==> src/rtl/fcard_pkg.sv <==
package fcard_pkg;

    typedef enum logic [2:0] {
        ST_IDLE     = 3'd0,
        ST_RD_HEAD  = 3'd1,
        ST_RD_BODY  = 3'd2,
        ST_WR_ERASE = 3'd3,
        ST_WR_DATA  = 3'd4
    } port_state_e;

endpackage

==> src/rtl/fcard_tick_gen.sv <==
module fcard_tick_gen #(
    parameter int unsigned DIV = 1250000
) (
    input  logic clk,
    input  logic rst_n,
    input  logic en,
    output logic tick
);
    localparam int CW = (DIV > 1) ? $clog2(DIV) : 1;
    localparam logic [CW-1:0] LAST = CW'(DIV - 1);

    logic [CW-1:0] cnt;

    // The count restarts from zero whenever the enable is low.
    assign tick = en && (cnt == LAST);

    always_ff @(posedge clk) begin
        if (!rst_n) begin
            cnt <= '0;
        end else if (!en || tick) begin
            cnt <= '0;
        end else begin
            cnt <= cnt + 1'b1;
        end
    end


    tick_range_chk: assert property (@(posedge clk) disable iff (!rst_n)
        cnt <= LAST);

endmodule

==> src/rtl/fcard_rx_shift.sv <==
module fcard_rx_shift #(
    parameter int          FRAME_W = 16,
    parameter int          HDR_W   = 4,
    parameter int          BAL_W   = 7,
    parameter int          STN_W   = 4,
    parameter logic [3:0]  HDR_VAL = 4'b1010
) (
    input  logic             clk,
    input  logic             rst_n,
    input  logic             shift_en,
    input  logic             sin,
    input  logic             cap_full,
    input  logic             cap_short,
    output logic             hdr_ok,
    output logic [BAL_W-1:0] balance,
    output logic             rush,
    output logic [STN_W-1:0] station
);
    localparam int SHORT_W = HDR_W + BAL_W;
    localparam int BAL_LSB = STN_W + 1;

    logic [FRAME_W-2:0] sreg;
    logic [FRAME_W-1:0] word_full;
    logic [SHORT_W-1:0] word_short;

    // Each capture combines the bits already shifted in with the bit arriving now.
    assign word_full  = {sreg, sin};
    assign word_short = {sreg[SHORT_W-2:0], sin};
    assign hdr_ok     = ({sreg[HDR_W-2:0], sin} == HDR_VAL[HDR_W-1:0]);

    always_ff @(posedge clk) begin
        if (!rst_n) begin
            sreg <= '0;
        end else if (shift_en) begin
            sreg <= word_full[FRAME_W-2:0];
        end
    end

    always_ff @(posedge clk) begin
        if (!rst_n) begin
            balance <= '0;
            rush    <= 1'b0;
            station <= '0;
        end else if (cap_full) begin
            balance <= word_full[BAL_LSB +: BAL_W];
            rush    <= word_full[STN_W];
            station <= word_full[STN_W-1:0];
        end else if (cap_short) begin
            balance <= word_short[BAL_W-1:0];
            rush    <= 1'b0;
            station <= '0;
        end
    end


    field_change_chk: assert property (@(posedge clk) disable iff (!rst_n)
        !$stable(balance) |-> $past(cap_full || cap_short));

endmodule

==> src/rtl/fcard_tx_shift.sv <==
module fcard_tx_shift #(
    parameter int FRAME_W = 16
) (
    input  logic               clk,
    input  logic               rst_n,
    input  logic               load,
    input  logic               shift_en,
    input  logic [FRAME_W-1:0] frame,
    output logic               sout
);
    localparam int TW = 2 * FRAME_W;

    logic [TW-1:0] sreg;

    // The erase zeros sit above the frame, so one shift register holds the whole sequence.
    assign sout = sreg[TW-1];

    always_ff @(posedge clk) begin
        if (!rst_n) begin
            sreg <= '0;
        end else if (load) begin
            sreg <= {{FRAME_W{1'b0}}, frame};
        end else if (shift_en) begin
            sreg <= {sreg[TW-2:0], 1'b0};
        end
    end

endmodule

==> src/rtl/fcard_frame_port.sv <==
module fcard_frame_port
    import fcard_pkg::*;
#(
    parameter int unsigned TICK_DIV = 1250000,
    parameter int          FRAME_W  = 16,
    parameter int          HDR_W    = 4,
    parameter int          BAL_W    = 7,
    parameter int          STN_W    = 4
) (
    input  logic               clk,
    input  logic               rst_n,
    input  logic               rd_start,
    input  logic               rd_short,
    input  logic               wr_start,
    input  logic [FRAME_W-1:0] wr_frame,
    input  logic               sin,
    output logic               sout,
    output logic               sout_en,
    output logic               busy,
    output logic               done,
    output logic               hdr_err,
    output logic [BAL_W-1:0]   balance,
    output logic               rush,
    output logic [STN_W-1:0]   station
);
    localparam int CW = $clog2(FRAME_W + 1);
    localparam logic [CW-1:0] HDR_LAST   = CW'(HDR_W - 1);
    localparam logic [CW-1:0] SHORT_LAST = CW'(HDR_W + BAL_W - 1);
    localparam logic [CW-1:0] FULL_LAST  = CW'(FRAME_W - 1);

    port_state_e    st, st_nx;
    logic [CW-1:0]  bit_cnt;
    logic           short_q;
    logic           tick;
    logic           hdr_ok;
    logic           accept;
    logic           rd_last_bit;
    logic           shift_rx, cap_full, cap_short, load_tx, shift_tx;

    assign accept      = (st == ST_IDLE) && (rd_start || wr_start);
    assign rd_last_bit = (bit_cnt == (short_q ? SHORT_LAST : FULL_LAST));

    // State register.
    always_ff @(posedge clk) begin
        if (!rst_n) st <= ST_IDLE;
        else        st <= st_nx;
    end

    // Next state.
    always_comb begin
        st_nx = st;
        unique case (st)
            ST_IDLE: begin
                if (rd_start)      st_nx = ST_RD_HEAD;
                else if (wr_start) st_nx = ST_WR_ERASE;
            end
            ST_RD_HEAD: begin
                if (tick && bit_cnt == HDR_LAST)
                    st_nx = hdr_ok ? ST_RD_BODY : ST_IDLE;
            end
            ST_RD_BODY: begin
                if (tick && rd_last_bit) st_nx = ST_IDLE;
            end
            ST_WR_ERASE: begin
                if (tick && bit_cnt == FULL_LAST) st_nx = ST_WR_DATA;
            end
            ST_WR_DATA: begin
                if (tick && bit_cnt == FULL_LAST) st_nx = ST_IDLE;
            end
            default: st_nx = ST_IDLE;
        endcase
    end

    // Outputs and datapath strobes.
    always_comb begin
        busy      = 1'b0;
        sout_en   = 1'b0;
        shift_rx  = 1'b0;
        cap_full  = 1'b0;
        cap_short = 1'b0;
        load_tx   = 1'b0;
        shift_tx  = 1'b0;
        unique case (st)
            ST_IDLE: begin
                load_tx = wr_start && !rd_start;
            end
            ST_RD_HEAD: begin
                busy     = 1'b1;
                shift_rx = tick;
            end
            ST_RD_BODY: begin
                busy      = 1'b1;
                shift_rx  = tick;
                cap_full  = tick && rd_last_bit && !short_q;
                cap_short = tick && rd_last_bit && short_q;
            end
            ST_WR_ERASE, ST_WR_DATA: begin
                busy     = 1'b1;
                sout_en  = 1'b1;
                shift_tx = tick;
            end
            default: ;
        endcase
    end

    // Bit counter, mode flag, completion pulse and header error.
    always_ff @(posedge clk) begin
        if (!rst_n) begin
            bit_cnt <= '0;
            short_q <= 1'b0;
            done    <= 1'b0;
            hdr_err <= 1'b0;
        end else begin
            done <= (st != ST_IDLE) && (st_nx == ST_IDLE);
            if (accept) begin
                bit_cnt <= '0;
                short_q <= rd_start && rd_short;
                hdr_err <= 1'b0;
            end else if (tick) begin
                if ((st == ST_WR_ERASE) && (bit_cnt == FULL_LAST)) bit_cnt <= '0;
                else                                               bit_cnt <= bit_cnt + 1'b1;
                if ((st == ST_RD_HEAD) && (bit_cnt == HDR_LAST) && !hdr_ok) hdr_err <= 1'b1;
            end
        end
    end

    fcard_tick_gen #(.DIV(TICK_DIV)) u_tick (
        .clk  (clk),
        .rst_n(rst_n),
        .en   (busy),
        .tick (tick)
    );

    fcard_rx_shift #(
        .FRAME_W(FRAME_W), .HDR_W(HDR_W), .BAL_W(BAL_W), .STN_W(STN_W),
        .HDR_VAL(4'b1010)
    ) u_rx (
        .clk      (clk),
        .rst_n    (rst_n),
        .shift_en (shift_rx),
        .sin      (sin),
        .cap_full (cap_full),
        .cap_short(cap_short),
        .hdr_ok   (hdr_ok),
        .balance  (balance),
        .rush     (rush),
        .station  (station)
    );

    fcard_tx_shift #(.FRAME_W(FRAME_W)) u_tx (
        .clk     (clk),
        .rst_n   (rst_n),
        .load    (load_tx),
        .shift_en(shift_tx),
        .frame   (wr_frame),
        .sout    (sout)
    );


    done_pulse_chk: assert property (@(posedge clk) disable iff (!rst_n)
        done |=> !done);


    erase_zero_chk: assert property (@(posedge clk) disable iff (!rst_n)
        (st == ST_WR_ERASE) |-> (!sout && sout_en));


    hdr_err_origin_chk: assert property (@(posedge clk) disable iff (!rst_n)
        $rose(hdr_err) |-> $past(st == ST_RD_HEAD));


    idle_hold_chk: assert property (@(posedge clk) disable iff (!rst_n)
        (st == ST_IDLE && !rd_start && !wr_start) |=> (st == ST_IDLE));


    done_idle_chk: assert property (@(posedge clk) disable iff (!rst_n)
        done |-> !busy);

endmodule

==> config.mk <==
export PLATFORM = sky130hd
export DESIGN_NAME = fcard_frame_port
export DESIGN_NICKNAME = d
export VERILOG_FILES = /design/src/rtl/fcard_pkg.sv /design/src/rtl/fcard_tick_gen.sv /design/src/rtl/fcard_rx_shift.sv /design/src/rtl/fcard_tx_shift.sv /design/src/rtl/fcard_frame_port.sv
export SDC_FILE = /design/constraint.sdc
export NUM_CORES = 1
export LEC_CHECK = 0
export BUFFER_PORTS_ARGS = -buffer_cell sky130_fd_sc_hd__buf_2
export CAP_MARGIN = 10
export CORE_AREA = 2 2 89 91
export DETAILED_ROUTE_END_ITERATION = 7
export DIE_AREA = 0 0 91 93
export GPL_TIMING_DRIVEN = 0
export MAX_ROUTING_LAYER = met4
export PLACE_DENSITY_LB_ADDON = 0.05
export SLEW_MARGIN = 10
export SYNTH_ARGS = -nofsm -noshare
export SYNTH_HDL_FRONTEND = slang
export SYNTH_SLANG_ARGS = --single-unit
==> constraint.sdc <==
create_clock -name clk -period 2.03 [get_ports clk]
set_input_delay 0.1015 -clock clk [delete_from_list [all_inputs] [get_ports clk]]
set_output_delay 0.1015 -clock clk [all_outputs]
set_load 0.05 [all_outputs]
[After elaboration in Yosys (flattened, before gate mapping)]
Cells that the tools add are included.
Cells by class
  add/subtract/negate cells: 2
  bitwise gates (word level): 1
  muxes and demuxes: 25
  equal/unequal tests: 9
  reductions and logical operators: 31
Operators with widths (count)
  2-to-1 mux 16 bit: 2
  adder 21 x 1 -> 21 bit (second input constant): 1
  equality test 21 bit (second input constant): 1
  2-to-1 mux 3 bit: 7
  one-hot mux 3 bit (5 select lines): 1
  2-to-1 mux 7 bit: 2
  logical AND 1 bit: 13
  OR reduction 2 bit: 5
  2-to-1 mux 1 bit: 9
  2-to-1 mux 4 bit: 2
  equality test 3 x 2 -> 1 bit (second input constant): 2
  logical NOT 3 bit: 2
  adder 5 x 1 -> 5 bit (second input constant): 1
  equality test 5 x 2 -> 1 bit (second input constant): 1
  equality test 5 x 4 -> 1 bit: 1
  equality test 5 x 4 -> 1 bit (second input constant): 1
  2-to-1 mux 5 bit: 1
  equality test 4 bit (second input constant): 1
  logical NOT 1 bit: 4
  nonzero test 2 bit: 2
  OR reduction 4 bit: 1
  equality test 3 x 1 -> 1 bit (second input constant): 1
  equality test 3 bit (second input constant): 1
  nonzero test 3 bit: 1
  other kinds (4): 5
Word-level totals
  input bits: 22
  flip-flop bits (word level): 87
  word-level logic and storage cells: 80

[Logic depth before layout (Yosys ltp)]
Gate-level depths: netlist (run 1).
  word-level depth: 9
  depth in mapped cells: 8
  depth with buffers taken out: 6

[Modules after synthesis]
Synthesis (run 1) repeated with hierarchy kept, for this count alone.
Unflattened totals
  cells, all modules: 398
  area total of the unflattened synthesis: 4070.2 µm²
Modules (own cells, without submodules)
  fcard_tx_shift: area each 1372.6 µm², instances 1, cells an instance 124
  fcard_rx_shift: area each 1014.7 µm², instances 1, cells an instance 88
  fcard_tick_gen: area each 996.0 µm², instances 1, cells an instance 109
  fcard_frame_port: area each 686.9 µm², instances 1, cells an instance 77

[Worst setup path before layout (run 1)]
OpenSTA, ideal clock, no wires.
  path kind: register -> register
  from: register u_tick.cnt[0]
  to: register u_rx.sreg[1]
  setup time: 128 ps
  path slack: 21 ps
  data arrival time: 1881 ps
  stages on the path, launching flop included: 9
  period minus slack after synthesis: 2009 ps
  path through: dfxtp_1 ha_1 and2_1 clkbuf_1 nand4b_1 or4_4 buf_6 mux2i_1 nor2_1
On the way
  longest elaborated chain between the ends: 3
Ends and longest elaborated chain
  from (decl): RTL line fcard_tick_gen.sv:12  | logic [CW-1:0] cnt;
  from (signal assigned): RTL line fcard_tick_gen.sv:23  | cnt <= cnt + 1'b1;
  equality test 21 bit: RTL line fcard_tick_gen.sv:15  | assign tick = en && (cnt == LAST);
  logical AND 1 bit: RTL line fcard_tick_gen.sv:15
  2-to-1 mux 1 bit: RTL line fcard_frame_port.sv:83  | unique case (st)
  to (signal assigned): RTL line fcard_rx_shift.sv:35  | sreg <= word_full[FRAME_W-2:0];
  to (decl): RTL line fcard_rx_shift.sv:22  | logic [FRAME_W-2:0] sreg;
No other way between the ends.
A chain may end at the register's enable or synchronous reset.

[Worst setup path after layout (run 1)]
  from: register u_tick.cnt[4]
  to: register u_rx.balance[5]
On the way
  longest elaborated chain between the ends: 6
  elaborated cells between the ends (all ways): 9
  those cells by class: 1 x eq/ne; 3 x mux; 5 x reduce/logical
Ends and longest elaborated chain
  equality test 21 bit (*): RTL line fcard_tick_gen.sv:15
  logical AND 1 bit (*): RTL line fcard_tick_gen.sv:15
  logical AND 1 bit (*): RTL line fcard_frame_port.sv:94, fcard_frame_port.sv:95
  logical AND 1 bit (on tied branches): RTL line fcard_frame_port.sv:94, fcard_frame_port.sv:95
  2-to-1 mux 1 bit: RTL line fcard_frame_port.sv:83
  2-to-1 mux 7 bit or nonzero test 2 bit (tied branches)
  to (signal assigned): RTL line fcard_rx_shift.sv:45  | balance <= word_full[BAL_LSB +: BAL_W];
  to (signal assigned): RTL line fcard_rx_shift.sv:49  | balance <= word_short[BAL_W-1:0];
  to (decl): RTL line fcard_rx_shift.sv:15  | output logic [BAL_W-1:0] balance,
Every way passes the cells marked *; elsewhere a longest branch is shown, timed or not.

==> impl_metrics.py, run 1 <==
metrics = {
    "critical_path": {
        "crit_arrival_ps": 2270,
        "crit_type": "reg -> reg",
        "reg2reg_from": "u_tick.cnt[4]",
        "end_kind": "register",
        "path_buf_inv": 1,
        "start_kind": "register",
        "critPathMaxStageDelay_ps": 530,
        "crit_fanout": 7,
        "critical_path.cell_chain": "nor4b_4 -> nand4_4 -> buf_12 -> or4_4 -> nor2_4 -> a211oi_1",
        "crit_start": "u_tick.cnt[4]",
        "critPathSlowestCell": "or4_4",
        "crit_required_ps": 2260,
        "cpLargestDelayFamily": "simple AND/OR/NAND/NOR gates",
    },
    "place": {
        "post-place-ws_ps": -342,
        "placed_area_um2": 4180,
        "portBuffers": 37,
        "dpl.hpwl_um": 5800,
        "gp_congestion": 0.802,
    },
    "clock_tree": {
        "root_buffer": "clkbuf_8",
        "clk_pin_slew_worst_paths_ps": 80,
        "cts_made_buffers": 9,
        "clock_latency_ps": 360,
        "cts_buffer_depth": 2,
        "clkSinkCount": 87,
        "cts_tree": "yes",
        "htree_levels": 3,
    },
    "logic_synthesis": {
        "synth_area_leaders": "dfxtp_1 45%, mux2i_1 9.1%, nand2_1 5.7%",
        "synth_edf_count": 0,
        "synth_most_common_cell": "dfxtp_1",
        "async_reset_ff_frac": 0,
        "synth_top_cell_area_share": 0.450,
        "synth_largest_area_cell": "dfxtp_1",
        "synth_nets": 459,
        "synth_cell_types": 50,
        "syn-cell-area_um2": 3870,
        "synthFlopType": "dfxtp_1",
        "synth-seq-cells": 87,
        "synth_top_cells_by_count": "87 x dfxtp_1, 59 x nand2_1, 49 x nor2_1, 35 x mux2i_1, 30 x a21oi_1",
        "synth_cells": 435,
        "yosys_warnings": 0,
        "synth-seq-area-share": 0.450,
        "syn_area_per_cell_um2": 8.90,
    },
    "final_layout": {
        "antennaDiodeCount": 0,
        "drive_above_1_share": 0.224,
        "design_area_um2": 4790,
        "syn_to_final_growth_pct": 23.7,
        "n_fill_cell": 674,
        "nets": 538,
    },
    "grt": {
        "grt_overflow": 0,
        "grt_pass1_vias": 2997,
        "grt_pass1_wl_um": 13700,
        "grt_max_degree": 14,
        "antenna_found_initial": 0,
        "grt.total_usage": 0.208,
    },
    "timing": {
        "slew_headroom": 0.591,
        "final.setup.worst_slack_ps": -11.9,
        "grt_setup_unrepaired": "yes",
        "final.min_clock_period_ps": 2040,
        "period_share": 1.01,
        "worstMarginPinSlew_ps": 608,
        "hold_viol": 0,
        "clock.fmax_mhz": 490,
        "finClkSkew_ps": 10.2,
        "setup_viol": 5,
        "slew_violations": 0,
    },
    "die": {
        "die_width_um": 91,
        "core_area_um2": 7530,
        "initial_core_util": 0.514,
        "die_y_um": 93,
        "io_pins": 39,
        "die_area_um2": 8460,
        "num_rows": 32,
    },
    "job": {
        "drv_cap": 0,
    },
    "status": {
        "violations": "negative setup slack",
        "status": "finished with violations",
    },
    "power": {
        "power.density_nw_per_um2": 652,
        "vdd_ir_drop_max_mv": 0.419,
        "leakage_nw": 1.88,
    },
    "drt": {
        "firstDrtPassIters": 4,
        "ant_nets": 0,
        "wire_per_inst_um": 13.6,
        "drt_iter0_drc": 144,
        "drt-total-wl_um": 8410,
        "drc": 0,
        "via_count": 3252,
        "vias_per_cell": 5.25,
    },
    "worst_hold_path": {
        "min_path_type": "in -> reg",
        "min_from": "sin",
    },
}
flip-flops by register name, summed over array words and instances (netlist names):
register	cells
st	3
bit_cnt	5
u_tx.sreg	32
short_q	1
u_rx.balance	7
u_rx.sreg	11
done	1
hdr_err	1
u_rx.station	4
u_tick.cnt	21
u_rx.rush	1
cells by family (layout without fill, tap and decap cells):
logic type / Yosys count / count (layout) / synth area share
buf+inv: 36 / 119 / 0.0472
fa+ha+maj: 2 / 2 / 0.00647
flops: 87 / 87 / 0.450
mux: 35 / 35 / 0.0905
simple gates: 183 / 183 / 0.253
xor+xnor: 23 / 23 / 0.0521
compound gates: 69 / 69 / 0.100
worst min-delay path: cells and delay by family:
kind                   cells  cell delay, ps
buffers and inverters      1             120
multiplexers               1              80
AND/OR/NAND/NOR            1              80
metal layers:
layer / GRT usage / wire, µm
met5: - / 0
met4: 0.0795 / 126
met3: 0.0451 / 185
met2: 0.346 / 4050
met1: 0.249 / 4050
cell type report:
cell class / count / area, µm² / area share
multi-input combinational: 312 / 2040 / 0.426
timing repair buffer: 70 / 485 / 0.101
inverter: 9 / 33.8 / 0.00706
clock inverter: 4 / 47.5 / 0.00993
clock buffer: 11 / 131 / 0.0275
tap: 102 / 128 / 0.0267
sequential: 87 / 1760 / 0.368
buffer: 25 / 163 / 0.0340
report_power, final:
| group | total [mW] | leakage, nW | internal (mW) | switching (mW) |
|---|---|---|---|---|
| sequential | 1.74 | 0.707 | 1.73 | 0.0148 |
| combinational | 0.241 | 1.09 | 0.0947 | 0.147 |
| clock | 1.14 | 0.0892 | 0.559 | 0.579 |
| total | 3.12 | 1.88 | 2.38 | 0.741 |
cells in the final DEF, fill, tap and decap left out, types with 2 or more instances in the layout:
master / count
clkinv_2: 2
buf_2: 39
xor2_1: 8
clkbuf_2: 4
and4_1: 2
nor2_1: 47
a211oi_1: 6
o21ai_0: 8
or4_4: 3
nor3_1: 9
nor2_2: 2
nor4_1: 5
a21oi_1: 30
nor3b_1: 2
dlygate4sd3_1: 16
nand3b_1: 2
nand2_1: 58
mux2i_2: 2
nand4_1: 8
clkbuf_1: 12
buf_4: 19
nand4b_1: 7
buf_6: 4
inv_1: 8
dfxtp_4: 3
and3_1: 4
dfxtp_1: 79
clkbuf_8: 9
nor4_4: 3
nand3_1: 10
nor4b_2: 2
buf_12: 2
xnor2_1: 15
mux2i_1: 33
o21ai_1: 16
dfxtp_2: 5
o21a_1: 2
metrics by stage:
step                cells  hold slack, ps   util  TNS (ps)  total power [mW]
floorplan             435             210      -         0              1.92
global placement      574             301  0.556     -7690              1.98
detailed placement    574             306  0.556     -8580              1.99
CTS                   609            38.2  0.616      -155              3.15
global route          620            53.5  0.636     -1150              3.26
finish                620            62.0  0.636     -34.3              3.12
worst paths after layout:
path,to,slack (ps),cells after the start
setup / recovery,u_rx.balance[5],-10,6
hold reg to reg,u_tick.cnt[0],450,1
setup reg to reg,u_rx.balance[5],-10,6
hold / removal,u_rx.sreg[0],60,3
timing repair:
action,in CTS,in global routing
gates resized for setup,21,29
pin swaps,7,11
hold endpoints to repair,16,0
setup buffers,6,11
hold buffers,16,0
endpoints found under the setup margin,75,63
(Power assumes the default switching activity.)
==> run 2: changes to the inputs <==
- CORE_AREA: 2 2 89 91 -> 2 2 91 93
- DIE_AREA: 0 0 91 93 -> 0 0 93 95
- SLEW_MARGIN: 10 -> default
- SYNTH_HIERARCHICAL: default -> 1
==> run 2 against run 1 <==
Effect of this change:
- the run still ends with negative setup slack left
- final area is 8.0% higher
- fmax is 23% lower
- final cell count is 5.6% lower
- worst setup slack worse by 610 ps
- hold slack worse by 20 ps
- largest cell class unchanged
- critical endpoint is now u_rx/balance[5]
==> impl_metrics.py, run 2 <==
metrics = {
    "clock_tree": {
        "cts_tree": "yes",
        "htree_levels": 3,
        "clkSinkCount": 87,
        "cts_made_buffers": 9,
        "cts_buffer_depth": 2,
        "clock_latency_ps": 350,
        "root_buffer": "clkbuf_8",
        "clk_pin_slew_worst_paths_ps": 90,
    },
    "critical_path": {
        "reg2reg_slack_ps": -620,
        "reg2reg_from": "u_tick/cnt[9]",
        "crit_start": "u_tick/cnt[9]",
        "critical_path.cell_chain": "nor4b_2 -> nand2_1 -> nor4_4 -> and2_4 -> buf_6 -> o2111ai_4 -> inv_2 -> and3_4 -> buf_8 -> mux2_4 -> o211a_1",
        "crit_fanout": 6,
        "crit_arrival_ps": 2890,
        "setup.worst_path.end": "u_rx/balance[5]",
        "start_kind": "register",
        "crit_type": "reg -> reg",
        "reg2reg_depth": 11,
        "timing.rr.end": "u_rx/balance[5]",
        "critPathMaxStageDelay_ps": 440,
        "crit_required_ps": 2280,
        "end_kind": "register",
        "critPathSlowestCell": "dfxtp_1",
    },
    "logic_synthesis": {
        "synth-seq-cells": 87,
        "syn_area_per_cell_um2": 10.2,
        "synth_cell_types": 55,
        "synth_xor_area_frac": 0.0409,
        "synth_most_common_cell": "dfxtp_1",
        "syn-cell-area_um2": 4070,
        "synth_cells": 398,
        "synth_edf_count": 0,
        "yosys_warnings": 6,
        "synth_area_leaders": "dfxtp_1 43%, mux2i_1 6.9%, o211a_1 5.4%",
        "synthFlopType": "dfxtp_1",
        "synthMuxAreaShare": 0.134,
        "synthSimpleGateAreaFrac": 0.230,
        "synth_nets": 422,
        "synthAdderAreaFrac": 0.00615,
        "synth_top_cells_by_count": "87 x dfxtp_1, 41 x nor2_1, 28 x mux2i_1, 25 x nand2b_1, 22 x o211a_1",
        "synth_top_cell_area_share": 0.428,
        "synth_compound_area_frac": 0.113,
        "async_reset_ff_frac": 0,
        "synth_top_family_by_area": "simple AND/OR/NAND/NOR gates",
        "synth-seq-area-share": 0.428,
        "synth_largest_area_cell": "dfxtp_1",
    },
    "place": {
        "portBuffers": 38,
        "dpl.hpwl_um": 5370,
        "gp_congestion": 0.812,
    },
    "power": {
        "seqPwrFrac": 0.538,
        "p_clk_frac": 0.381,
        "power.density_nw_per_um2": 631,
        "power_switching_mw": 0.758,
        "leakage_nw": 2.16,
        "p_int_mw": 2.50,
        "sw_frac_of_total": 0.232,
        "pwr-share-comb": 0.081,
        "vdd_ir_drop_max_mv": 0.459,
    },
    "timing": {
        "finClkSkew_ps": 12.3,
        "final.setup.worst_slack_ps": -618,
        "setup_viol": 62,
        "period_share": 1.30,
        "slew_headroom": 0.659,
        "worstMarginPinSlew_ps": 512,
        "slew_violations": 0,
        "hold_viol": 0,
        "grt_setup_unrepaired": "yes",
        "final.min_clock_period_ps": 2650,
        "clock.fmax_mhz": 378,
        "holdWs_ps": 42.3,
        "fin_tns_setup_ps": -27320,
    },
    "die": {
        "num_rows": 33,
        "initial_core_util": 0.513,
        "die_width_um": 93,
        "die_area_um2": 8840,
        "io_pins": 39,
        "die_y_um": 95,
        "core_area_um2": 7930,
    },
    "drt": {
        "vias_per_cell": 5.25,
        "via_count": 3070,
        "drt-total-wl_um": 8270,
        "drt_iter0_drc": 58,
        "wire_per_inst_um": 14.1,
        "ant_nets": 0,
        "firstDrtPassIters": 4,
        "drc": 0,
    },
    "final_layout": {
        "drive_above_1_share": 0.331,
        "top_register": "u_tx/sreg",
        "final_common_cell": "dfxtp_1",
        "nets": 499,
        "syn_to_final_growth_pct": 27.0,
        "final_cell_mix": "84 x dfxtp_1, 43 x buf_2, 40 x nor2_1, 26 x mux2i_1, 25 x nand2b_1",
        "largest_register_ffs": 32,
        "antennaDiodeCount": 0,
        "n_fill_cell": 670,
        "top_regs": "u_tx/sreg x32, u_tick/cnt x21, u_rx/sreg x11",
    },
    "status": {
        "violations": "negative setup slack",
        "status": "finished with violations",
    },
    "grt": {
        "grt_pass1_vias": 2969,
        "grt_max_degree": 15,
        "grt.total_usage": 0.205,
        "antenna_found_initial": 0,
        "grt_pass1_wl_um": 13900,
        "grt_overflow": 0,
    },
    "job": {
        "drv_cap": 0,
    },
    "worst_hold_path": {
        "min_path_type": "in -> reg",
    },
}
run 2: cell count changes in the layout (fill, tap and decap cells not counted), sizes merged, moves of 20 or more:
cell / previous run / this run
a21oi: 30 / 6
buf: 64 / 85
mux2: 0 / 22
nand2: 60 / 15
nand2b: 1 / 25
o211a: 0 / 22
o21ai: 24 / 4
run 2: metal layers:
layer  vias up  share of wire  GRT usage
li1       1570              -          -
met4         0          0.015     0.0784
met1      1464           0.44      0.231
met2        26           0.52      0.357
met3        10          0.024     0.0423
met5         -              0          -
run 2: area by class of cell:
cell class | count | area [µm²] | area share
plain buffers | 23 | 215 | 0.0416
clock buffers | 12 | 155 | 0.0300
clock inverters | 4 | 53.8 | 0.0104
inverters | 4 | 15.0 | 0.00291
multi-input cells | 282 | 2330 | 0.451
flip-flops and latches | 87 | 1750 | 0.339
well taps | 105 | 131 | 0.0254
repair buffers | 68 | 518 | 0.100
run 2: stage by stage:
step / total power, mW / area, µm² / worst slack (ps) / util / std cells
2_1_floorplan: 1.97 / 4180 / -585 / - / 398
3_3_place_gp: 2.03 / 4500 / -818 / 0.568 / 541
3_5_place_dp: 2.04 / 4500 / -852 / 0.568 / 541
4_1_cts: 3.29 / 5040 / -654 / 0.636 / 579
5_1_grt: 3.39 / 5170 / -756 / 0.652 / 585
6_report: 3.26 / 5170 / -618 / 0.652 / 585
run 2: repair_timing:
action                     in CTS  in global routing
setup endpoints to repair      62                 84
gates cloned                    3                  0
hold endpoints to repair        1                  0
setup buffers                  21                  6
pin swaps                       9                 11
gates resized for setup        24                 22
hold buffers                    1                  0
run 2: worst min path at each step:
| stage | to | from | slack, ps | cells after the start |
|---|---|---|---|---|
| finish | u_rx/station[0] | sin | 40 | 3 |
| global route | u_rx/station[0] | sin | 40 | 3 |
| CTS | u_rx/station[0] | sin | 20 | 3 |
| detailed placement | u_tx/sreg[0] | wr_frame[0] | 370 | 3 |
| global placement | u_tx/sreg[0] | wr_frame[0] | 360 | 3 |
| floorplan | short_q | rst_n | 230 | 1 |
run 2: power groups by stage:
stage / Combinational (mW) / Clock (mW) / Sequential [mW]
floorplan: 0.180 / 0 / 1.79
global placement: 0.238 / 0 / 1.79
detailed placement: 0.244 / 0 / 1.79
CTS: 0.257 / 1.28 / 1.75
global route: 0.290 / 1.34 / 1.76
finish: 0.263 / 1.24 / 1.75
run 2: critical path: cells and delay by family (launching register included):
family,cells,cell delay (ps)
AND/OR/NAND/NOR,5,1130
flip-flops,1,440
AO/OA/AOI/OAI,2,340
buffers and inverters,3,310
multiplexers,1,300
run 2: cells by family after synthesis:
kind of cell               after synthesis
and+or+nand+nor                        161
DFF                                     87
AOI/OAI and AO/OA                       50
muxes                                   50
buffers and inverters                   29
xor gates and xnor gates                19
adders and majority gates                2
